==> src/rtl/hlp_pkg.sv <==
package hlp_pkg;

    localparam int AD_HI_W = 32;
    localparam int BE_HI_W = 4;
    localparam int LANE_W  = AD_HI_W + BE_HI_W;

    typedef struct packed {
        logic par;
        logic oe;
    } tx_state_t;

    typedef struct packed {
        logic exp_par;
        logic chk_addr;
        logic chk_data;
        logic aperr;
        logic dperr;
    } rx_state_t;

endpackage

==> src/rtl/hlp_parity.sv <==
module hlp_parity #(
    parameter int W = 36
) (
    input  logic [W-1:0] lanes,
    output logic         odd
);
    localparam int LEVELS = $clog2(W);
    localparam int PADW   = 1 << LEVELS;

    logic [PADW-1:0] pad;
    logic [2*PADW-2:0] node;

    always_comb begin
        pad = '0;
        pad[W-1:0] = lanes;
    end

    // balanced XOR tree: leaves at node[PADW-1 +: PADW], root at node[0]
    genvar g;
    generate
        for (g = 0; g < PADW; g++) begin : g_leaf
            assign node[PADW-1+g] = pad[g];
        end
        for (g = 0; g < PADW-1; g++) begin : g_inner
            assign node[g] = node[2*g+1] ^ node[2*g+2];
        end
    endgenerate

    assign odd = node[0];
endmodule

==> src/rtl/hlp_tx.sv <==
module hlp_tx
    import hlp_pkg::*;
#(
    parameter int AW = AD_HI_W,
    parameter int BW = BE_HI_W
) (
    input  logic          clk,
    input  logic          rst_n,
    input  logic          drv_addr,
    input  logic          drv_data,
    input  logic          drv_sac,
    input  logic [AW-1:0] drv_ad_hi,
    input  logic [BW-1:0] drv_be_hi_n,
    output logic [AW-1:0] ad_hi_out,
    output logic [BW-1:0] be_hi_out_n,
    output logic          ad_hi_oe,
    output logic          par64_out,
    output logic          par64_oe
);
    localparam int LW = AW + BW;

    tx_state_t     st_d, st_q;
    logic [AW-1:0] ad_d;
    logic [BW-1:0] be_d;
    logic          drive_d;
    logic          odd_w;

    hlp_parity #(.W(LW)) i_gen_par (
        .lanes ({ad_d, be_d}),
        .odd   (odd_w)
    );

    always_comb begin
        drive_d = drv_addr | drv_data;
        ad_d    = '0;
        be_d    = '0;
        if (drive_d && !(drv_addr && drv_sac)) begin
            ad_d = drv_ad_hi;
            be_d = drv_be_hi_n;
        end
        st_d     = st_q;
        st_d.oe  = drive_d;
        st_d.par = drive_d ? odd_w : 1'b0;
    end

    always_ff @(posedge clk or negedge rst_n) begin
        if (!rst_n) st_q <= '0;
        else        st_q <= st_d;
    end

    assign ad_hi_out   = ad_d;
    assign be_hi_out_n = be_d;
    assign ad_hi_oe    = drive_d;
    assign par64_out   = st_q.par;
    assign par64_oe    = st_q.oe;

    a_r1_even_total: assert property (@(posedge clk) disable iff (!rst_n)
        par64_oe |-> ((^{par64_out, $past(ad_hi_out), $past(be_hi_out_n)}) == 1'b0));

    a_r2_par_follows_phase: assert property (@(posedge clk) disable iff (!rst_n)
        (drv_addr || drv_data) |=> par64_oe);

    a_r3_sac_lanes_zero: assert property (@(posedge clk) disable iff (!rst_n)
        (drv_addr && drv_sac) |-> (ad_hi_oe && ad_hi_out == '0 && be_hi_out_n == '0));

    a_r4_oe_release: assert property (@(posedge clk) disable iff (!rst_n)
        (!ad_hi_oe && !$past(ad_hi_oe)) |-> !par64_oe);
endmodule

==> src/rtl/hlp_rx.sv <==
module hlp_rx
    import hlp_pkg::*;
#(
    parameter int AW = AD_HI_W,
    parameter int BW = BE_HI_W
) (
    input  logic          clk,
    input  logic          rst_n,
    input  logic [AW-1:0] bus_ad_hi,
    input  logic [BW-1:0] bus_be_hi_n,
    input  logic          bus_par64,
    input  logic          rx_addr,
    input  logic          req64_n,
    input  logic          irdy_n,
    input  logic          trdy_n,
    input  logic          wide_ok,
    output logic          addr_perr,
    output logic          data_perr
);
    localparam int LW = AW + BW;

    rx_state_t st_d, st_q;
    logic      odd_w;
    logic      miss;

    hlp_parity #(.W(LW)) i_chk_par (
        .lanes ({bus_ad_hi, bus_be_hi_n}),
        .odd   (odd_w)
    );

    always_comb begin
        st_d          = st_q;
        // stage 1: capture lane parity and phase qualification
        st_d.exp_par  = odd_w;
        st_d.chk_addr = rx_addr & ~req64_n;
        st_d.chk_data = ~rx_addr & ~irdy_n & ~trdy_n & wide_ok;
        // stage 2: compare against PAR64 arriving one cycle later
        miss          = bus_par64 ^ st_q.exp_par;
        st_d.aperr    = st_q.chk_addr & miss;
        st_d.dperr    = st_q.chk_data & miss;
    end

    always_ff @(posedge clk or negedge rst_n) begin
        if (!rst_n) st_q <= '0;
        else        st_q <= st_d;
    end

    assign addr_perr = st_q.aperr;
    assign data_perr = st_q.dperr;

    a_r5_addr_needs_req64: assert property (@(posedge clk) disable iff (!rst_n)
        addr_perr |-> $past(rx_addr && !req64_n, 2));

    a_r7_data_needs_completion: assert property (@(posedge clk) disable iff (!rst_n)
        data_perr |-> $past(!irdy_n && !trdy_n && wide_ok, 2));

    a_r9_strobes_exclusive: assert property (@(posedge clk) disable iff (!rst_n)
        !(addr_perr && data_perr));
endmodule

==> src/rtl/pci_hi_lane_parity.sv <==
module pci_hi_lane_parity
    import hlp_pkg::*;
#(
    parameter int AW = AD_HI_W,
    parameter int BW = BE_HI_W
) (
    input  logic          clk,
    input  logic          rst_n,
    input  logic          drv_addr,
    input  logic          drv_data,
    input  logic          drv_sac,
    input  logic [AW-1:0] drv_ad_hi,
    input  logic [BW-1:0] drv_be_hi_n,
    output logic [AW-1:0] ad_hi_out,
    output logic [BW-1:0] be_hi_out_n,
    output logic          ad_hi_oe,
    output logic          par64_out,
    output logic          par64_oe,
    input  logic [AW-1:0] bus_ad_hi,
    input  logic [BW-1:0] bus_be_hi_n,
    input  logic          bus_par64,
    input  logic          rx_addr,
    input  logic          req64_n,
    input  logic          irdy_n,
    input  logic          trdy_n,
    input  logic          wide_ok,
    output logic          addr_perr,
    output logic          data_perr
);
    hlp_tx #(.AW(AW), .BW(BW)) i_tx (
        .clk         (clk),
        .rst_n       (rst_n),
        .drv_addr    (drv_addr),
        .drv_data    (drv_data),
        .drv_sac     (drv_sac),
        .drv_ad_hi   (drv_ad_hi),
        .drv_be_hi_n (drv_be_hi_n),
        .ad_hi_out   (ad_hi_out),
        .be_hi_out_n (be_hi_out_n),
        .ad_hi_oe    (ad_hi_oe),
        .par64_out   (par64_out),
        .par64_oe    (par64_oe)
    );

    hlp_rx #(.AW(AW), .BW(BW)) i_rx (
        .clk         (clk),
        .rst_n       (rst_n),
        .bus_ad_hi   (bus_ad_hi),
        .bus_be_hi_n (bus_be_hi_n),
        .bus_par64   (bus_par64),
        .rx_addr     (rx_addr),
        .req64_n     (req64_n),
        .irdy_n      (irdy_n),
        .trdy_n      (trdy_n),
        .wide_ok     (wide_ok),
        .addr_perr   (addr_perr),
        .data_perr   (data_perr)
    );

    a_r10_quiet_in_reset: assert property (@(posedge clk)
        !rst_n |=> (!rst_n ? (!par64_oe && !par64_out && !addr_perr && !data_perr) : 1'b1));
endmodule

==> config.mk <==
export PLATFORM = sky130hd
export DESIGN_NAME = pci_hi_lane_parity
export DESIGN_NICKNAME = d
export VERILOG_FILES = /design/src/rtl/hlp_pkg.sv /design/src/rtl/hlp_parity.sv /design/src/rtl/hlp_tx.sv /design/src/rtl/hlp_rx.sv /design/src/rtl/pci_hi_lane_parity.sv
export SDC_FILE = /design/constraint.sdc
export NUM_CORES = 1
export LEC_CHECK = 0
export BUFFER_PORTS_ARGS = -buffer_cell sky130_fd_sc_hd__buf_2
export CORE_ASPECT_RATIO = 0.9
export CORE_UTILIZATION = 35
export CTS_BUF_LIST = sky130_fd_sc_hd__clkbuf_4
export CTS_CLUSTER_DIAMETER = 200
export DETAILED_ROUTE_END_ITERATION = 16
export PLACE_DENSITY = 0.95
export SLEW_MARGIN = 10
export SYNTH_ARGS = -nofsm -noshare
export SYNTH_HDL_FRONTEND = slang
export SYNTH_SLANG_ARGS = --single-unit
==> constraint.sdc <==
create_clock -name clk -period 1.6 [get_ports clk]
set_clock_uncertainty 0.2 [all_clocks]
set_input_delay 0.32 -clock clk [delete_from_list [all_inputs] [get_ports clk]]
set_output_delay 0.32 -clock clk [all_outputs]
set_load 0.02 [all_outputs]
==> metrics.txt, run 1 <==
P_sw 0.547 mW; final slew viol count 0; root buf cell clkbuf_4; area delta synth->final 104%; via/cell ratio around 4.7; commonest cells after routing, fill and taps aside 85 x buf_2, 50 x xnor2_1, 37 x buf_6; most common cell after layout, fill and taps aside buf_2; worst r2r src i_rx.st_q[4]$_DFF_PN0_; VDD IR max approximately 450 uV; Post-CTS Setup Bufs 0; worst hold start req64_n; GRT overflow 0; Iter 0 DRT Violations 85; min Tclk post-route roughly 1700 ps; max-cap viol count 0; Clk Latency, worst-skew pair between 200 and 300 ps; Worst path most repeated cell buf_6; status finished, violations left; post-synthesis sequential area ratio 15.9%; switching share of power ~36%; LEAKAGE roughly 1.1 nW; placed instance count around 290; CTS clk-pin slew, worst paths 50 ps; initial core utilization roughly two fifths; final period utilization 107%; Max-slew headroom between 80% and 90%; sequential power share roughly 15%; WL met2 about 2.4 mm; Clock Tree Buf Depth 2; row count 18; Min-Delay Path Class in -> reg; IO Pins 124; crit end category output port; Slew @ Worst Pin 242 ps; RSZ-0062 raised after global routing yes; Non-Filler Instances 298; failing checks negative setup slack; power per cell area 673 nW/um^2; Post-Synthesis Cells roughly 120; Ys Warns 0; Yosys top cell area share between 40% and 50%; clock power share 12.0%; gpl congestion ~0.68; Logic pwr share around three quarters; Worst Path Arrival around 1200 ps; Distinct cells, synth 15; nets approximately 340; Setup CP Type in -> out; flop2flop setup slack 600 ps; Power Internal 0.965 mW; pre-CTS WS -213 ps; syn avg cell area between 8 and 9 sq um; port buffer count approximately 120; Final Hold Vio Count 0; slowest stage delay, CP 250 ps; CP required about 1100 ps; final setup fails 37; antenna violations before repair 0; die width approximately 61 microns; Core Region approximately 2900 sq um; clk sinks 7; Critical Path Source drv_sac; # diodes 0; DR top layer met4; met3 wire len between 400 and 500 microns; crit start category input port; Vias 1394; # fillers 179; full die area roughly 3400 sq um; Syn Nets between 200 and 250; Final Core Density 78.6%; ANT nets after route 0; Total Wirelength between 4 and 5 mm; pin count of the biggest net entering global routing 38; DP Wirelength around 2.7 mm; hold depth 2; crit path cell chain buf_6 > a21oi_4 > buf_12 > and2_1 > buf_6; #FFs+latches synth 7; DIE HEIGHT around 55 microns; worst-path fanout max 19; R2R cell count 2; Slowest-stage cell, CP a21oi_4; DR WL/cell roughly 15 microns; vias in the first global route about 1400; synthesized area ~1100 sq um; first-pass GRT wire length ~5.2 mm; CTS tree yes; share of cells above drive strength 1 slightly above 60%; Synth area leaders xnor2_1 44%, and2_1 21%, dfrtp_1 16%; overall routing resource usage 20.9%; first drt pass iteration count 4; CTS Buf Count 3; PnR worst setup slack -118 ps; post-synth top area cell xnor2_1; H-tree depth 1; Max Freq slightly below 600 MHz; Met1 Wirelength ~1.4 mm; Remaining DRCs 0
## cells by family after synthesis
group,Yosys count,share of synthesized area (%)
flip-flops,7,15.9
AND/OR/NAND/NOR,42,23.7
multiplexers,1,0.907
XOR/XNOR,67,56.9
buffers and inverters,4,1.36
AO/OA/AOI/OAI,2,1.25
## Yosys cell counts (all sizes together)
cell type  number
a21oi           1
nor2            1
nor4b           1
xor2            9
inv             1
a211o           1
dfrtp           7
xnor2          55
and2           38
xnor3           3
mux2i           1
clkbuf          3
nand2           1
nor2b           1
## cell type report
cell class                 instances  area [sq um]  share of cell area (%)
timing repair buffer             134           977                    43.5
multi-input combinational        112          1010                    45.0
clock buffer                       4          30.0                    1.34
tap                               40          50.0                    2.23
inverter                           1          3.75                   0.167
sequential                         7           175                    7.79
## worst max-delay path, delay by kind of cell
kind                   cells  cell delay (ps)
buffers and inverters      3              420
AOI/OAI and AO/OA          1              250
and+or+nand+nor            1              200
## registers in the layout, indices dropped and copies added (netlist names)
signal	flops
i_rx.st_q	3
i_rx.addr_perr	1
i_rx.data_perr	1
i_tx.par64_oe	1
i_tx.par64_out	1
## what timing repair did
action,in CTS,in global routing
hold buffers,1,2
resized for setup,58,38
pin swaps,0,6
endpoints found under the hold margin,7,1
endpoints found under the setup margin,36,37
cloned,0,3
## stage by stage
step	total power, mW	hold WS (ps)	instance area (sq um)	setup TNS, ps
floorplan	0.891	-176	1140	-16.1
global placement	1.15	-35.2	1840	-1440
detailed placement	1.17	-36.4	1840	-2570
CTS	1.43	4.19	2050	-657
global route	1.61	0.667	2250	-3400
finish	1.51	11.3	2250	-1790
## worst paths after layout
kind | to
worst max-delay path | ad_hi_out[9]
worst min-delay path | i_rx.st_q[3]$_DFF_PN0_
worst max register to register | i_rx.data_perr$_DFF_PN0_
worst min register to register | i_rx.addr_perr$_DFF_PN0_
max in group asynchronous | i_rx.st_q[4]$_DFF_PN0_
min in group asynchronous | i_tx.par64_oe$_DFF_PN0_
## metal layers
metal  track usage, %  vias to the layer above
met4             6.82                        0
met2             46.3                       97
li1                 -                      645
met3             5.15                       14
met1             14.8                      638
met5                0                        -
## power by group through the flow
stage / Clock [mW] / Sequential (mW) / Combinational, mW
final: 0.181 / 0.225 / 1.11
after global routing: 0.202 / 0.228 / 1.18
after CTS: 0.189 / 0.225 / 1.01
after detailed placement: 0 / 0.228 / 0.942
after global placement: 0 / 0.230 / 0.920
after floorplan: 0 / 0.249 / 0.642
Power figures use the tool's default switching activity.
==> run 2, diff against run 1 <==
- ABC_AREA: default -> 1
- CORE_UTILIZATION: 35 -> 44
==> metrics.txt, run 2 <==
status finished, violations left (unchanged); failing checks negative setup slack (unchanged); Ys Warns 0 (unchanged); most common cell after layout, fill and taps aside nand2_1 (was buf_2); nets 588 (was 342); Power Internal 1.01 mW (was 0.965 mW); P_sw 1.24 mW (was 0.547 mW); PnR worst setup slack -586 ps (was -118 ps); first drt pass iteration count 15 (was 4); CP required 1550 ps (was 1080 ps); pin count of the biggest net entering global routing 16 (was 38); Biggest register i_rx.st_q (unchanged); gpl congestion 0.948 (was 0.680); port buffer count 123 (unchanged); max-cap viol count 0 (unchanged); Slew @ Worst Pin 411 ps (was 242 ps); RSZ-0062 raised after global routing yes (unchanged); Iter 0 DRT Violations 787 (was 85); DIE HEIGHT 63.5 microns (was 55.3 microns); root buf cell clkbuf_4 (unchanged); area delta synth->final 89.3% (was 104%); # diodes 0 (unchanged); Yosys top cell area share 24.4% (was 43.7%); row count 21 (was 18); number of flip-flops in the largest register 3 (unchanged); Post-Synthesis Cells 343 (was 123); IO Pins 124 (unchanged); Placed Area 2740 sq um (was 1840 sq um); share of cells above drive strength 1 52.2% (was 61.2%); design area 3500 sq um (was 2250 sq um); final slew viol count 0 (unchanged); Synth area leaders nand2_1 24%, xnor2_1 12%, inv_1 11% (was xnor2_1 44%, and2_1 21%, dfrtp_1 16%); WL met2 5.32 mm (was 2.42 mm); antenna violations before repair 0 (unchanged); H-tree depth 1 (unchanged); post-synth top area cell nand2_1 (was xnor2_1); via/cell ratio 6.89 (was 4.68); vias in the first global route 2876 (was 1352); full die area 4460 sq um (was 3380 sq um); met3 wire len 1.99 mm (was 421 microns); Final Hold Vio Count 0 (unchanged); die width 70.3 microns (was 61.2 microns); commonest cells after routing, fill and taps aside 90 x nand2_1, 87 x buf_2, 48 x inv_1 (was 85 x buf_2, 50 x xnor2_1, 37 x buf_6); Max Freq 457 MHz (was 582 MHz); Logic pwr share 81.4% (was 73.1%); Worst Path Arrival 2140 ps (was 1200 ps); Min-Delay Path Class in -> reg (unchanged); Clock Tree Buf Depth 2 (unchanged); Total Wirelength 12.9 mm (was 4.35 mm); Remaining DRCs 0 (unchanged); most common library cells after synthesis 120 x nand2_1, 52 x inv_1, 41 x nor2_1, 27 x nand4_1, 26 x xnor2_1 (was 55 x xnor2_1, 37 x and2_1, 9 x xor2_1, 7 x dfrtp_1); Vias 3788 (was 1394); Distinct cells, synth 22 (was 15); overall routing resource usage 36.1% (was 20.9%); worst-path fanout max 5 (was 19); VDD IR max 391 uV (was 451 uV); synthesized area 1850 sq um (was 1100 sq um); Core Region 3860 sq um (was 2860 sq um); crit start category input port (unchanged); first-pass GRT wire length 13.0 mm (was 5.24 mm); DP Wirelength 4.70 mm (was 2.68 mm); Final Core Density 90.5% (was 78.6%); LEAKAGE 2.04 nW (was 1.12 nW); DR WL/cell 23.4 microns (was 14.6 microns); Syn Nets 426 (was 206); crit end category flip-flop (was output port); Clk Latency, worst-skew pair 270 ps (was 250 ps); most frequent cell after synthesis nand2_1 (was xnor2_1); initial core utilization 47.8% (was 38.6%); syn avg cell area 5.38 sq um (was 8.97 sq um); Synth async-reset ratio 100% (unchanged); sequential power share 9.8% (was 14.9%); Setup CP Type in -> reg (was in -> out); flop2flop setup slack 650 ps (was 600 ps); final setup fails 36 (was 37); power per cell area 643 nW/um^2 (was 673 nW/um^2); DR top layer met4 (unchanged); top_reg_cell synth dfrtp_1 (unchanged); Met1 Wirelength 3.76 mm (was 1.36 mm); min Tclk post-route 2190 ps (was 1720 ps); CTS tree yes (unchanged); clock power share 8.8% (was 12.0%); ANT nets after route 0 (unchanged); #FFs+latches synth 7 (unchanged); switching share of power 55.1% (was 36.2%); post-synthesis sequential area ratio 9.49% (was 15.9%); worst hold slack 5.67 ps (was 11.3 ps); # fillers 132 (was 179); CTS clk-pin slew, worst paths 60 ps (was 50 ps); Max-slew headroom 72.4% (was 83.8%); EDFF count, synth 0 (unchanged); CTS Buf Count 3 (unchanged); final period utilization 137% (was 107%); GRT overflow 0 (unchanged); clk sinks 7 (unchanged)
[run 2: final cells by class]
cell class | count | area [sq um] | area share, %
Multi-Input combinational cell | 266 | 1700 | 48.7
Timing Repair Buffer | 166 | 1290 | 36.8
Inverter | 61 | 244 | 6.98
Sequential cell | 7 | 175 | 5.01
Tap cell | 46 | 57.6 | 1.65
Clock buffer | 4 | 30.0 | 0.859
[run 2: through the flow]
step / setup TNS [ps] / total power, mW / std cells / setup slack [ps]
2_1_floorplan: -1880 / 1.04 / 343 / -99.7
3_3_place_gp: -4970 / 1.36 / 528 / -403
3_5_place_dp: -5810 / 1.41 / 528 / -481
4_1_cts: -685 / 1.71 / 545 / -76.4
5_1_grt: -6790 / 2.31 / 550 / -701
6_report: -6340 / 2.25 / 550 / -586
[run 2: per-layer routing]
metal	up-vias	track usage, %
li1	1380	-
met1	1606	37.6
met2	543	65.5
met3	259	7.36
met4	0	23.0
met5	-	0
[run 2: kinds of logic after synthesis]
group,share of synthesized area (%)
buffers and inverters,18.1
and+or+nand+nor,52.5
xor gates and xnor gates,17.5
AOI/OAI and AO/OA,2.37
DFF,9.49
[run 2: final timing paths]
kind	startpoint	endpoint	cells past startpoint
setup / recovery	drv_sac	i_tx.par64_out$_DFF_PN0_	14
hold / removal	irdy_n	i_rx.st_q[2]$_DFF_PN0_	2
setup reg to reg	i_rx.st_q[4]$_DFF_PN0_	i_rx.data_perr$_DFF_PN0_	2
hold reg to reg	i_rx.st_q[2]$_DFF_PN0_	i_rx.data_perr$_DFF_PN0_	2
max in group asynchronous	rst_n	i_tx.par64_out$_DFF_PN0_	2
min in group asynchronous	rst_n	i_rx.st_q[3]$_DFF_PN0_	2
[run 2: critical path, stage by stage]
cell and delay (ps):
buf_6 120, nand2_8 140, clkbuf_16 160, nand4_1 270, nand2_4 210, nand2_2 110
nand2_2 100, nor2_1 70, nor2_1 180, nand2_1 100, nand2_1 100, nand2_1 100
nand3_2 100, nand2_1 60
[run 2: what timing repair did]
item,4_1_cts,5_1_grt
hold buffers,1,1
gates cloned,5,3
buffers inserted,7,3
setup endpoints to repair,37,36
hold endpoints to repair,7,1
pin swaps,23,42
gates resized for setup,52,94
[run 2: power groups by stage]
stage                     combinational, mW  sequential, mW  clock [mW]
after global routing                   1.88           0.222       0.209
after global placement                 1.14           0.223           0
after detailed placement               1.18           0.223           0
final                                  1.83           0.220       0.198
after floorplan                       0.787           0.249           0
after CTS                              1.31           0.220       0.187
